<file path="config.mk">
export PLATFORM = sky130hd
export DESIGN_NAME = rmc_carrier_select
export DESIGN_NICKNAME = d
export VERILOG_FILES = /design/src/rtl/rmc_pkg.sv /design/src/rtl/rmc_prbs.sv /design/src/rtl/rmc_tri_gen.sv /design/src/rtl/rmc_carrier_select.sv
export SDC_FILE = /design/constraint.sdc
export NUM_CORES = 1
export LEC_CHECK = 0
export BUFFER_PORTS_ARGS = -buffer_cell sky130_fd_sc_hd__buf_2
export CAP_MARGIN = 20
export CORE_ASPECT_RATIO = 2
export CORE_MARGIN = 3
export CORE_UTILIZATION = 50
export CTS_CLUSTER_DIAMETER = 50
export DETAILED_ROUTE_END_ITERATION = 6
export PLACE_DENSITY_LB_ADDON = 0.1
export SETUP_SLACK_MARGIN = 0.3
export SLEW_MARGIN = 20
export SYNTH_ARGS = -nofsm -noshare
export SYNTH_HDL_FRONTEND = slang
export SYNTH_SLANG_ARGS = --single-unit
</file>
<file path="constraint.sdc">
create_clock -name clk_i -period 6 [get_ports clk_i]
set_input_delay 1.8 -clock clk_i [delete_from_list [all_inputs] [get_ports clk_i]]
set_output_delay 1.8 -clock clk_i [all_outputs]
set_load 0.005 [all_outputs]
</file>
<file path="src/rtl/rmc_pkg.sv">
package rmc_pkg;
    localparam int unsigned NUM_CAR = 4;

    typedef enum logic [1:0] {
        CAR_1K = 2'd0,
        CAR_2K = 2'd1,
        CAR_3K = 2'd2,
        CAR_4K = 2'd3
    } car_idx_t;

    typedef enum logic {
        ST_LAUNCH = 1'b0,
        ST_RUN    = 1'b1
    } sel_state_t;
endpackage

</file>
<file path="src/rtl/rmc_prbs.sv">
module rmc_prbs #(
    parameter int unsigned     W    = 16,
    parameter logic [W-1:0]    TAPS = 16'hB400,
    parameter logic [W-1:0]    SEED = 16'hACE1
) (
    input  logic clk_i,
    input  logic rst_i,
    output logic bit_o
);
    logic [W-1:0] shreg_q;
    logic         fb;

    // index 0 is the first stage; the feedback enters there
    assign fb    = ^(shreg_q & TAPS);
    assign bit_o = fb;

    always_ff @(posedge clk_i) begin
        if (rst_i) begin
            shreg_q <= SEED;
        end else if (shreg_q == '0) begin
            shreg_q <= SEED;
        end else begin
            shreg_q <= {shreg_q[W-2:0], fb};
        end
    end
endmodule

</file>
<file path="src/rtl/rmc_tri_gen.sv">
module rmc_tri_gen #(
    parameter int unsigned PEAK = 125,
    parameter int unsigned DIV  = 500,
    localparam int unsigned VW    = $clog2(PEAK + 1),
    localparam int unsigned PRE_W = $clog2(DIV + 1)
) (
    input  logic          clk_i,
    input  logic          rst_i,
    input  logic          sync_i,
    output logic [VW-1:0] val_o,
    output logic          wrap_o
);
    logic [PRE_W-1:0] pre_q;
    logic [VW-1:0]    val_q;
    logic             up_q;
    logic             tick;

    assign tick   = (pre_q == PRE_W'(DIV - 1));
    assign wrap_o = tick && !up_q && (val_q == VW'(1));
    assign val_o  = val_q;

    always_ff @(posedge clk_i) begin
        if (rst_i || sync_i) begin
            pre_q <= '0;
            val_q <= '0;
            up_q  <= 1'b1;
        end else begin
            pre_q <= tick ? '0 : pre_q + 1'b1;
            if (tick) begin
                if (up_q) begin
                    val_q <= val_q + 1'b1;
                    if (val_q + 1'b1 == VW'(PEAK)) up_q <= 1'b0;
                end else begin
                    val_q <= val_q - 1'b1;
                    if (val_q == VW'(1)) up_q <= 1'b1;
                end
            end
        end
    end
endmodule

</file>
<file path="src/rtl/rmc_carrier_select.sv">
module rmc_carrier_select
    import rmc_pkg::*;
#(
    parameter int unsigned  PEAK   = 125,
    parameter int unsigned  DIV_1K = 500,
    parameter int unsigned  DIV_2K = 250,
    parameter int unsigned  DIV_3K = 167,
    parameter int unsigned  DIV_4K = 125,
    parameter logic [15:0]  SEED16 = 16'hACE1,
    parameter logic [7:0]   SEED8  = 8'h5B,
    localparam int unsigned CW      = $clog2(PEAK + 1),
    localparam int unsigned MAX_DIV = (DIV_1K > DIV_2K ? DIV_1K : DIV_2K) > (DIV_3K > DIV_4K ? DIV_3K : DIV_4K)
                                    ? (DIV_1K > DIV_2K ? DIV_1K : DIV_2K) : (DIV_3K > DIV_4K ? DIV_3K : DIV_4K),
    localparam int unsigned LEN_W   = $clog2(2 * PEAK * MAX_DIV + 1)
) (
    input  logic             clk_i,
    input  logic             rst_i,
    output logic [CW-1:0]    carrier_o,
    output logic             prbs16_bit_o,
    output logic             prbs8_bit_o,
    output logic             period_stb_o,
    output logic [LEN_W-1:0] period_len_o
);
    localparam int unsigned DIV_TAB [NUM_CAR] = '{DIV_1K, DIV_2K, DIV_3K, DIV_4K};

    sel_state_t           state_q, state_d;
    car_idx_t             sel_q, sel_d, pick;
    logic                 stb_q, boundary;
    logic [LEN_W-1:0]     len_q, len_d;
    logic [CW-1:0]        val_w [NUM_CAR];
    logic [NUM_CAR-1:0]   wrap_w, sync_w;

    function automatic logic [LEN_W-1:0] len_of(car_idx_t c);
        return LEN_W'(2 * PEAK * DIV_TAB[int'(c)]);
    endfunction

    rmc_prbs #(.W(16), .TAPS(16'hB400), .SEED(SEED16)) u_prbs16 (
        .clk_i(clk_i), .rst_i(rst_i), .bit_o(prbs16_bit_o)
    );
    rmc_prbs #(.W(8), .TAPS(8'hB8), .SEED(SEED8)) u_prbs8 (
        .clk_i(clk_i), .rst_i(rst_i), .bit_o(prbs8_bit_o)
    );

    for (genvar g = 0; g < NUM_CAR; g++) begin : g_car
        rmc_tri_gen #(.PEAK(PEAK), .DIV(DIV_TAB[g])) u_tri (
            .clk_i (clk_i),
            .rst_i (rst_i),
            .sync_i(sync_w[g]),
            .val_o (val_w[g]),
            .wrap_o(wrap_w[g])
        );
    end

    // state register
    always_ff @(posedge clk_i) begin
        if (rst_i) state_q <= ST_LAUNCH;
        else       state_q <= state_d;
    end

    // next state and hop decision
    always_comb begin
        state_d  = state_q;
        boundary = 1'b0;
        unique case (state_q)
            ST_LAUNCH: begin
                state_d  = ST_RUN;
                boundary = 1'b1;
            end
            ST_RUN: begin
                boundary = wrap_w[sel_q];
            end
            default: ;
        endcase
        pick   = car_idx_t'(2'({prbs16_bit_o, prbs8_bit_o}) + 2'd1);
        sel_d  = boundary ? pick : sel_q;
        len_d  = boundary ? len_of(pick) : len_q;
        sync_w = boundary ? (NUM_CAR'(1) << pick) : '0;
    end

    // output registers
    always_ff @(posedge clk_i) begin
        if (rst_i) begin
            sel_q <= CAR_1K;
            stb_q <= 1'b0;
            len_q <= '0;
        end else begin
            sel_q <= sel_d;
            stb_q <= boundary;
            len_q <= len_d;
        end
    end

    assign carrier_o    = val_w[sel_q];
    assign period_stb_o = stb_q;
    assign period_len_o = len_q;
endmodule

</file>
# After elaboration in Yosys (flattened, before gate mapping)

Index checks and enable logic that the tools add are counted.
Widths: inputs -> output; s select.

Add/subtract/negate cells: 13
Multipliers: 1
Magnitude comparators: 3
Eq/ne operators: 12
Shift-type cells: 1
Mux-type cells: 27
Bitwise operators: 3
Reduce and logical (&&, ||, !) cells: 26

Operators with widths:

| kind                  | number |
|---|---|
| $bmux 32 s2           | 1 |
| $mux 32               | 2 |
| $mux 7                | 6 |
| $add 7x1->7 const B   | 5 |
| $eq 7x7->1 const B    | 5 |
| $ge 32x3->1 const B   | 1 |
| $mul 7x32->16 const A | 1 |
| $not 2->32            | 1 |
| $eq 7x1->1 const B    | 4 |
| $sub 7x1->7 const B   | 4 |
| $add 8x1->8 const B   | 2 |
| $eq 8x8->1 const B    | 2 |
| $logic_not 16->1      | 1 |
| $reduce_xor 16->1     | 1 |
| $bmux 7 s2            | 1 |
| $mux 1                | 14 |
| $reduce_or 2->1       | 6 |
| $add 9x1->9 const B   | 1 |
| $eq 9x9->1 const B    | 1 |
| $logic_and 1x1->1     | 8 |
| $logic_not 8->1       | 1 |
| $reduce_xor 8->1      | 1 |
| $logic_not 1->1       | 4 |
| $logic_or 1x1->1      | 4 |
| other kinds (9)       | 9 |

Flip-flop bits (word level): 108
Bits of input ports: 2
Output and inout port bits: 27
Word-level logic and storage cells: 104

# Depth between registers and ports, before layout

Gate-level depths: netlist of run 1.

Depth in word-level cells: 9
Depth in mapped cells: 11

# Hierarchy

From an unflattened synthesis of run 1, not the netlist that was laid out.

Cells, all modules: 591
Area total of the unflattened synthesis: 5487.8 µm²

By module, submodules not included:

| module                       | instances | cells an instance | area an instance (µm²) | sequential area each (µm²) |
|---|---|---|---|---|
| rmc_tri_gen (g_car[0].u_tri) | 1         | 117               | 1003.5                 | 340.3 |
| rmc_carrier_select           | 1         | 88                | 983.4                  | 280.3 |
| rmc_tri_gen (g_car[3].u_tri) | 1         | 113               | 950.9                  | 300.3 |
| rmc_tri_gen (g_car[1].u_tri) | 1         | 102               | 878.3                  | 320.3 |
| rmc_tri_gen (g_car[2].u_tri) | 1         | 100               | 870.8                  | 320.3 |
| rmc_prbs (u_prbs16)          | 1         | 44                | 506.7                  | 320.3 |
| rmc_prbs (u_prbs8)           | 1         | 27                | 294.0                  | 160.2 |

# Worst setup path after synthesis of run 1

OpenSTA, ideal clock, no wires.

Path type: reg-to-output
Start point: reg, netlist name period_len_o[9]
End point: out carrier_o[0]
Arrival time: 1.459 ns
Data required time: 4.200 ns
Path slack: 2.741 ns
Cell stages (with the launch flop): 3
Path buffers: 1
Path through: dfxtp_1 -> buf_1 -> mux4_2

RTL lines:

| what          | RTL line                 | text |
|---|---|---|
| end, declared | rmc_carrier_select.sv:18 | `output logic [CW-1:0] carrier_o,` |

==> results of run 1 <==
## metrics by stage
stage	total power, mW	setup slack (ns)	util, %	cells	cell area [µm²]
2_1_floorplan	0.853	2.74	-	589	5230
3_3_place_gp	0.887	2.60	52.5	710	5330
3_5_place_dp	0.893	2.54	52.5	710	5330
4_1_cts	1.46	2.26	55.4	726	5620
5_1_grt	1.50	2.15	55.4	726	5620
6_report	1.44	2.30	55.4	726	5620
## cells by family after synthesis
family                     count (synthesis)  synth area share (%)
muxes                                     12                  4.00
other                                      1                0.0718
DFF                                      100                  38.3
xor gates and xnor gates                  57                  9.56
buffers and inverters                     67                  5.97
and+or+nand+nor                          246                  24.9
AOI/OAI and AO/OA                         74                  9.71
adders and majority gates                 31                  7.43
## per-layer routing
layer / GRT usage [%] / routed length, µm / up-vias
li1: - / - / 2056
met1: 22.5 / 4600 / 1985
met2: 38.7 / 6270 / 80
met3: 3.05 / 396 / 18
met4: 7.01 / 233 / 0
met5: 0 / 0 / -
## flip-flops by register name (all words and copies together), names as in the netlist
name               flops
g_car.u_tri.pre_q     32
g_car.u_tri.val_o     28
u_prbs16.shreg_q      16
period_len_o          10
u_prbs8.shreg_q        8
g_car.u_tri.up_q       4
period_stb_o           1
state_q                1
## area by class of cell
class	count	share of cell area [%]
multi-input cells	422	51.8
flip-flops and latches	100	35.6
clock buffers	9	4.01
well taps	135	3.00
repair buffers	29	2.71
inverters	24	1.60
clock inverters	7	1.25
## cells in the mapped netlist (all sizes together) (2+ instances only)
library cell,count
dfxtp,100
nand3b,2
and3,10
o21a,3
and2,5
a21oi,18
or4,4
nor3b,2
nand4,13
or3,4
or2,2
buf,18
and4,3
clkbuf,25
mux2i,4
xor2,28
nand2b,11
a32o,2
ha,31
a31oi,3
nor3,54
nor4b,4
a21boi,5
a211oi,2
nand2,41
nor2,37
nand3,25
o22ai,2
xnor2,29
inv,23
o21ai,21
nor4,20
a22oi,5
o311a,2
o31ai,3
mux4,7
nor2b,7
## power by group
part | leakage (nW) | internal (mW) | switching, mW
Sequential | 0.818 | 0.696 | 0.0339
Clock | 0.147 | 0.294 | 0.273
Combinational | 1.14 | 0.0631 | 0.0826
Total | 2.10 | 1.05 | 0.389
## worst min-delay path: stages (launching register included)
cell and delay [ns]:
dfxtp_1 0.31, inv_1 0.04, nand2_1 0.05
## cells in the final DEF (no fill, tap or decap), drive strengths merged, types with 5 or more instances in the layout
master | netlist | routed
a21boi | 5 | 5
a21oi | 18 | 18
a22oi | 5 | 5
and2 | 5 | 5
and3 | 10 | 10
buf | 18 | 29
clkbuf | 25 | 9
dfxtp | 100 | 100
ha | 31 | 31
inv | 23 | 27
mux4 | 7 | 7
nand2 | 41 | 41
nand2b | 11 | 11
nand3 | 25 | 25
nand4 | 13 | 13
nor2 | 37 | 37
nor2b | 7 | 7
nor3 | 54 | 54
nor4 | 20 | 20
o21ai | 21 | 21
xnor2 | 29 | 29
xor2 | 28 | 28
## path summary, 6_finish.rpt
check | start | to | slack (ns) | cells past startpoint
max | period_len_o[9] | carrier_o[0] | 2.30 | 2
min | u_prbs8.shreg_q[5] | u_prbs8.shreg_q[6] | 0.43 | 2
min reg2reg | u_prbs8.shreg_q[5] | u_prbs8.shreg_q[6] | 0.43 | 2
max reg2reg | g_car[0].u_tri.up_q | g_car[3].u_tri.val_o[4] | 2.97 | 6
==> key figures, run 1 <==
Synthesis
  • Synth cell types: 57
  • Synth area leader: dfxtp_1
  • Top_reg_cell synth: dfxtp_1
  • Synthesized cell area: 5220 µm²
  • Synthesized flop and latch total: 100
  • Synth Instances: 588
  • Fraction of registers with async set/reset: 0%
  • Synth area leaders: dfxtp_1 (38%), ha_1 (7.4%), nor3_1 (5.2%), xnor2_1 (4.9%), xor2_1 (4.7%)
  • Synth warn: 0
  • Post-synthesis sequential area ratio: 38.3%
  • Post-synth EDFFs: 0
  • Syn Area/Cell: 8.88 µm²
  • Top-area cell type share of the netlist area: 38.3%

Floorplan
  • Cell Rows: 52
  • Die Y: 151 µm
  • Initial Util: 51.4%
  • Top Ports: 29
  • Area of the core: 10,100 µm²
  • Full die area: 11,800 µm²
  • Die X: 78.3 µm

Clock network
  • CTS H-tree depth: 3
  • Number of setup buffers added after CTS: 0
  • PostCTS Resize Cnt: 0
  • Num CTS Buffers: 9
  • CTS Root Cell: clkbuf_16
  • Clock buffer depth: 2
  • Clock input transition at the sequential cells of the worst setup and hold paths: 0.07 ns
  • Hold Buf Count CTS: 0
  • Clock sinks: 100
  • Worst-Skew Late Latency: 0.35 ns
  • CTS tree: built

Placement
  • Gp weighted congestion: 0.802
  • Port bufs: 26
  • HPWL after detailed placement: 8.30 mm

Final layout
  • Register Area: 2000 µm²
  • Fillers: 954
  • Multi-input gate area: 2910 µm²
  • Final #Nets: 619
  • Share of cells above drive strength 1: 10.8%
  • Ant diodes: 0
  • Area delta synth->final: 7.69%

Timing
  • Setup total negative slack: 0 ns
  • Fmax: 270 MHz
  • Slew @ Worst Pin: 0.859 ns
  • Worst relative slew slack: 42.0%
  • Worst hold slack: 0.428 ns
  • Min cycle time layout: 3.70 ns
  • Setup repair after global routing missed its margin: no
  • Fin Clk Skew: 0.00805 ns
  • Max-slew violations: 0
  • Final Setup Violations: 0
  • Final Hold Fails: 0
  • Final period util: 61.6%

Global routing
  • Vias in the first global route: 3,953
  • Initial antenna violation count: 0
  • GRT Resource Usage Total: 20.4%
  • GRT overflow: 0
  • Pin count of the biggest net entering global routing: 33
  • Global-route wire length before repair: 19.1 mm

Route
  • Via count: 4,139
  • 1st-pass router iterations: 4
  • DRT Wirelength: 11.5 mm
  • Vias per inst: 5.70
  • Post-route ant nets: 0
  • Drt drc: 0
  • Initial DRC Count: 215
  • Wire length per cell: 15.8 µm

Setup path
  • Delay-heaviest family, CP: flip-flops
  • Worst Path Max Fanout: 15
  • WP data arrival: 1.90 ns
  • Critical Path Start Type: register
  • Worst EP required: 4.20 ns
  • Kind of critical path: register to output port
  • Critical-path top delay cell: dfxtp_1
  • Crit. End Element: output port
  • Crit-path cells: mux4_2 > buf_2
  • CP peak stage delay: 0.81 ns
  • Worst path bufs/invs: 1

Power and ir drop
  • Worst-case vdd ir drop: 184 µV
  • PD cells: 256 nW/µm²
  • Leak: 2.10 nW

Hold path
  • HP Class: register to register

Status
  • Status: completed

Job
  • MaxCap Viol Count: 0
Power figures use the tool's default switching activity.
==> run 2: changes to the inputs <==
clock period = 3.6 ns   (was 6 ns; I/O delays follow)
==> run 2 against run 1 <==
Clock skew rose by 0.0025 ns; via count grew 0.70%; hold slack improved by 0.0029 ns; register-to-register slack lost 2.2 ns; utilization increased by 0.099 points; critical path type unchanged; largest cell class unchanged; largest power group unchanged; highest routed layer unchanged.
==> key figures, run 2 (synthesized netlist as in run 1, its figures left out) <==
Status
  • Status: completed

Final layout
  • Final #Nets: 622
  • Ant diodes: 0
  • Most frequent cells in the layout: dfxtp_1 (100), nor3_1 (54), nand2_1 (41)
  • Share of cells above drive strength 1: 10.9%
  • Number of flip-flops in the largest register: 32
  • Top reg by flops: g_car.u_tri.pre_q
  • Area delta synth->final: 7.88%
  • Commonest non-fill, non-tap cell in the layout: dfxtp_1

Power and ir drop
  • Switch share: 26.7%
  • Worst-case vdd ir drop: 337 µV
  • Pwr Total: 2.39 mW
  • Clk pwr share: 38.8%
  • Pint: 1.75 mW
  • Psw: 0.637 mW
  • Seq pwr share: 51.0%
  • Gate power share: 10.2%
  • Leak: 2.11 nW
  • PD cells: 424 nW/µm²

Hold path
  • Hold depth: 2
  • HP Class: register to register
  • Hold_sp: u_prbs8.shreg_q[5]
  • WHS Endpoint: u_prbs8.shreg_q[6]

Timing
  • Fmax: 332 MHz
  • Fin Clk Skew: 0.0105 ns
  • Min cycle time layout: 3.01 ns
  • Max-slew violations: 0
  • Final Setup Violations: 0
  • Setup repair after global routing missed its margin: no
  • Slew @ Worst Pin: 1.01 ns
  • Setup total negative slack: 0 ns
  • Worst relative slew slack: 32.4%
  • Final Hold Fails: 0
  • Final period util: 83.6%

Route
  • Via count: 4,168
  • 1st-pass router iterations: 6
  • DRT Wirelength: 11.5 mm
  • Wire length per cell: 15.7 µm
  • Initial DRC Count: 195
  • Post-route ant nets: 0
  • Vias per inst: 5.72
  • Drt drc: 0

Setup path
  • Worst EP required: 2.52 ns
  • Critical Path Start Type: register
  • Kind of critical path: register to output port
  • Critical R2R Launch: g_car[3].u_tri.val_o[3]
  • Worst Path Max Fanout: 15
  • Worst r2r path cells: 6
  • WP data arrival: 1.93 ns
  • Worst R2R Setup Slack: 0.79 ns
  • Crit. End Element: output port
  • Reg2reg end: g_car[0].u_tri.pre_q[0]

Clock network
  • Clock buffer depth: 2
  • Worst-Skew Late Latency: 0.35 ns
  • Clock input transition at the sequential cells of the worst setup and hold paths: 0.08 ns
  • CTS H-tree depth: 3
  • CTS tree: built
  • Clock sinks: 100
  • Hold Buf Count CTS: 0
  • CTS Root Cell: clkbuf_16
  • Num CTS Buffers: 9
  • Number of setup buffers added after CTS: 0
  • PostCTS Resize Cnt: 0

Floorplan
  • Area of the core: 10,100 µm²
  • Die Y: 151 µm
  • Die X: 78.3 µm
  • Initial Util: 51.4%
  • Top Ports: 29
  • Full die area: 11,800 µm²
  • Cell Rows: 52

Global routing
  • Pin count of the biggest net entering global routing: 36
  • Global-route wire length before repair: 19.2 mm
  • GRT Resource Usage Total: 20.4%
  • Vias in the first global route: 4,177
  • Initial antenna violation count: 0
  • GRT overflow: 0

Job
  • MaxCap Viol Count: 0

Placement
  • Port bufs: 26
  • HPWL after detailed placement: 8.33 mm
  • Gp weighted congestion: 0.918
-- run 2: cell types whose count changed in the layout (fill, tap and decap cells not counted), sizes merged --
cell / before / now
clkbuf: 9 / 10
buf: 29 / 32
inv: 27 / 25
clkinvlp: 0 / 1
-- run 2: how the worst max path moves through the flow --
stage                       startpoint                       to  slack (ns)  cells after the start
6_report               period_len_o[9]             carrier_o[1]        0.59                      2
5_1_grt                period_len_o[9]             carrier_o[4]        0.47                      2
4_1_cts                period_len_o[9]             carrier_o[1]        0.53                      2
3_5_place_dp   g_car[0].u_tri.pre_q[0]  g_car[0].u_tri.pre_q[2]        0.79                      7
3_3_place_gp   g_car[0].u_tri.val_o[2]         period_len_o[16]        0.85                      6
2_1_floorplan      g_car[0].u_tri.up_q  g_car[0].u_tri.pre_q[1]        1.01                      9
-- run 2: area by class of cell --
type | count | area, µm²
Timing Repair Buffer | 32 | 175
Fill cell | 973 | 4520
Clock buffer | 10 | 229
Tap cell | 135 | 169
Clock inverter | 6 | 56.3
Inverter | 24 | 90.1
Sequential cell | 100 | 2000
Multi-Input combinational cell | 422 | 2910
-- run 2: critical path: stages, from the launching register on --
cell	delay, ns
dfxtp_1	0.83
mux4_2	0.60
buf_2	0.14
-- run 2: routing by layer --
layer / wire length, µm / share of wire [%] / up-vias / global-route usage (%)
li1: - / - / 2060 / -
met4: 190 / 1.7 / 0 / 8.23
met2: 6370 / 56 / 93 / 39.0
met1: 4520 / 39 / 1995 / 21.3
met5: 0 / 0 / - / 0
met3: 373 / 3.3 / 20 / 4.19
-- run 2: stage by stage --
stage	utilization [%]	hold slack (ns)	cells	instance area (µm²)	setup WS, ns
floorplan	-	0.395	589	5230	1.01
global placement	52.7	0.409	713	5350	0.849
detailed placement	52.7	0.419	713	5350	0.786
CTS	55.5	0.437	729	5630	0.534
global route	55.5	0.461	729	5630	0.468
finish	55.5	0.431	729	5630	0.590
-- run 2: power groups by stage --
stage	clock network (mW)	logic [mW]	registers, mW
detailed placement	0	0.245	1.24
floorplan	0	0.203	1.22
global route	1.00	0.276	1.23
CTS	0.954	0.248	1.22
finish	0.926	0.245	1.22
global placement	0	0.241	1.24
==> run 3: changes to the inputs <==
clock period = 2.8 ns   (was 3.6 ns; I/O delays follow)
==> run 3 against run 2 <==
Global-route usage increased by 0.89 points; register-to-register slack got worse by 0.51 ns; sequential share of layout area fell by 2.4 points; first-iteration DRC count decreased by 5.1%; worst setup slack got worse by 0.31 ns; total power grew 41%; largest cell class unchanged; utilization up 4.3 points; sequential power is 28% higher.
==> key figures, run 3 (synthesized netlist as in run 1, its figures left out) <==
Setup path
  • Crit. End Element: register
  • Critical Path Start Type: register
  • Worst EP required: 3.01 ns
  • Critical R2R Launch: g_car[0].u_tri.up_q
  • Crit path from: g_car[0].u_tri.up_q
  • WP data arrival: 2.73 ns
  • Worst Path Max Fanout: 8
  • Kind of critical path: register to register

Route
  • 1st-pass router iterations: 4
  • Post-route ant nets: 0
  • Vias per inst: 5.61
  • DRT Wirelength: 12.1 mm
  • Wire length per cell: 15.9 µm
  • Initial DRC Count: 185
  • Via count: 4,266
  • Drt drc: 0

Clock network
  • CTS H-tree depth: 3
  • Hold Buf Count CTS: 0
  • CTS tree: built
  • Clock input transition at the sequential cells of the worst setup and hold paths: 0.07 ns
  • CTS Root Cell: clkbuf_16
  • Clock sinks: 100
  • Clock buffer depth: 2
  • Worst-Skew Late Latency: 0.34 ns
  • Num CTS Buffers: 9

Floorplan
  • Die Y: 151 µm
  • Cell Rows: 52
  • Full die area: 11,800 µm²
  • Area of the core: 10,100 µm²
  • Die X: 78.3 µm
  • Initial Util: 51.4%
  • Top Ports: 29

Final layout
  • Fillers: 946
  • Share of cells above drive strength 1: 17.9%
  • Most frequent cells in the layout: dfxtp_1 (96), nor3_1 (52), nand2_1 (41)
  • Commonest non-fill, non-tap cell in the layout: dfxtp_1
  • Multi-input gate area: 2980 µm²
  • Ant diodes: 0
  • Register Area: 2010 µm²
  • Fin util: 59.8%
  • Top reg by flops: g_car.u_tri.pre_q
  • Number of flip-flops in the largest register: 32
  • Final Non-Filler Cells: 761
  • Area delta synth->final: 16.3%
  • Final #Nets: 655

Timing
  • Final Setup Violations: 0
  • Fin Clk Skew: 0.0129 ns
  • Worst hold slack: 0.429 ns
  • Setup repair after global routing missed its margin: yes
  • Setup total negative slack: 0 ns
  • Max-slew violations: 0
  • Min cycle time layout: 2.52 ns
  • Fmax: 397 MHz
  • Final period util: 89.9%
  • Final Hold Fails: 0
  • Slew @ Worst Pin: 0.522 ns
  • Worst relative slew slack: 65.0%

Placement
  • HPWL after detailed placement: 8.64 mm
  • Port bufs: 26
  • Gp weighted congestion: 0.866
  • Dpl cells: 736

Power and ir drop
  • Worst-case vdd ir drop: 450 µV
  • PD cells: 554 nW/µm²
  • Leak: 2.33 nW

Hold path
  • Hold_sp: u_prbs8.shreg_q[5]
  • HP Class: register to register

Status
  • Status: completed

Global routing
  • Initial antenna violation count: 0
  • GRT overflow: 0
  • Pin count of the biggest net entering global routing: 51
  • Vias in the first global route: 4,273
  • GRT Resource Usage Total: 21.3%
  • Global-route wire length before repair: 20.0 mm

Job
  • MaxCap Viol Count: 0
[run 3: cell count changes in the layout (fill, tap and decap cells not counted), moves of 3 or more]
cell       before  now
buf_12          0    4
buf_4           6   33
bufinv_16       0    3
clkinv_4        3    0
dfxtp_1       100   96
[run 3: repair_timing]
action | CTS | global route
pin swaps | 1 | 3
resized for setup | 5 | 10
setup endpoints to repair | 69 | 70
setup buffers | 3 | 5
cloned | 1 | 1
[run 3: per-stage QoR]
stage | worst slack, ns | power, mW | cell area, µm²
after floorplan | 0.240 | 1.83 | 5240
after global placement | 0.305 | 1.95 | 5590
after detailed placement | 0.263 | 1.96 | 5590
after CTS | 0.301 | 3.38 | 5980
after global routing | 0.205 | 3.50 | 6070
final | 0.283 | 3.37 | 6070
[run 3: worst paths after layout]
kind | end | slack (ns) | depth (start not counted)
max | g_car[2].u_tri.val_o[1] | 0.28 | 7
min | u_prbs8.shreg_q[6] | 0.43 | 2
max reg2reg | g_car[2].u_tri.val_o[1] | 0.28 | 7
min reg2reg | u_prbs8.shreg_q[6] | 0.43 | 2
[run 3: area by class of cell]
class | instances | share of cell area (%)
timing repair buffer | 64 | 8.06
tap | 135 | 2.78
clock buffer | 9 | 3.71
multi-input combinational | 423 | 49.0
sequential | 100 | 33.1
clock inverter | 6 | 1.83
inverter | 24 | 1.48
[run 3: report_power, final]
part / switching, mW / internal, mW
Sequential: 0.0693 / 1.49
Clock: 0.520 / 0.870
Combinational: 0.208 / 0.207
[run 3: worst max-delay path, stage by stage (launching register included)]
cell	delay, ns
dfxtp_4	0.37
or4_4	0.54
or4b_4	0.55
nor4_4	0.22
o21ba_4	0.25
a21boi_4	0.22
clkbuf_16	0.20
nor3_2	0.04
[run 3: routing by layer]
metal  share of wire, %  vias to the layer above  global-route usage, %  wire [µm]
met5                  0                        -                      0          0
met4                2.4                        0                   9.63        288
met3                2.5                       22                   4.07        307
met2                 57                       69                   41.2       6840
met1                 38                     2060                   21.6       4650
li1                   -                     2115                      -          -
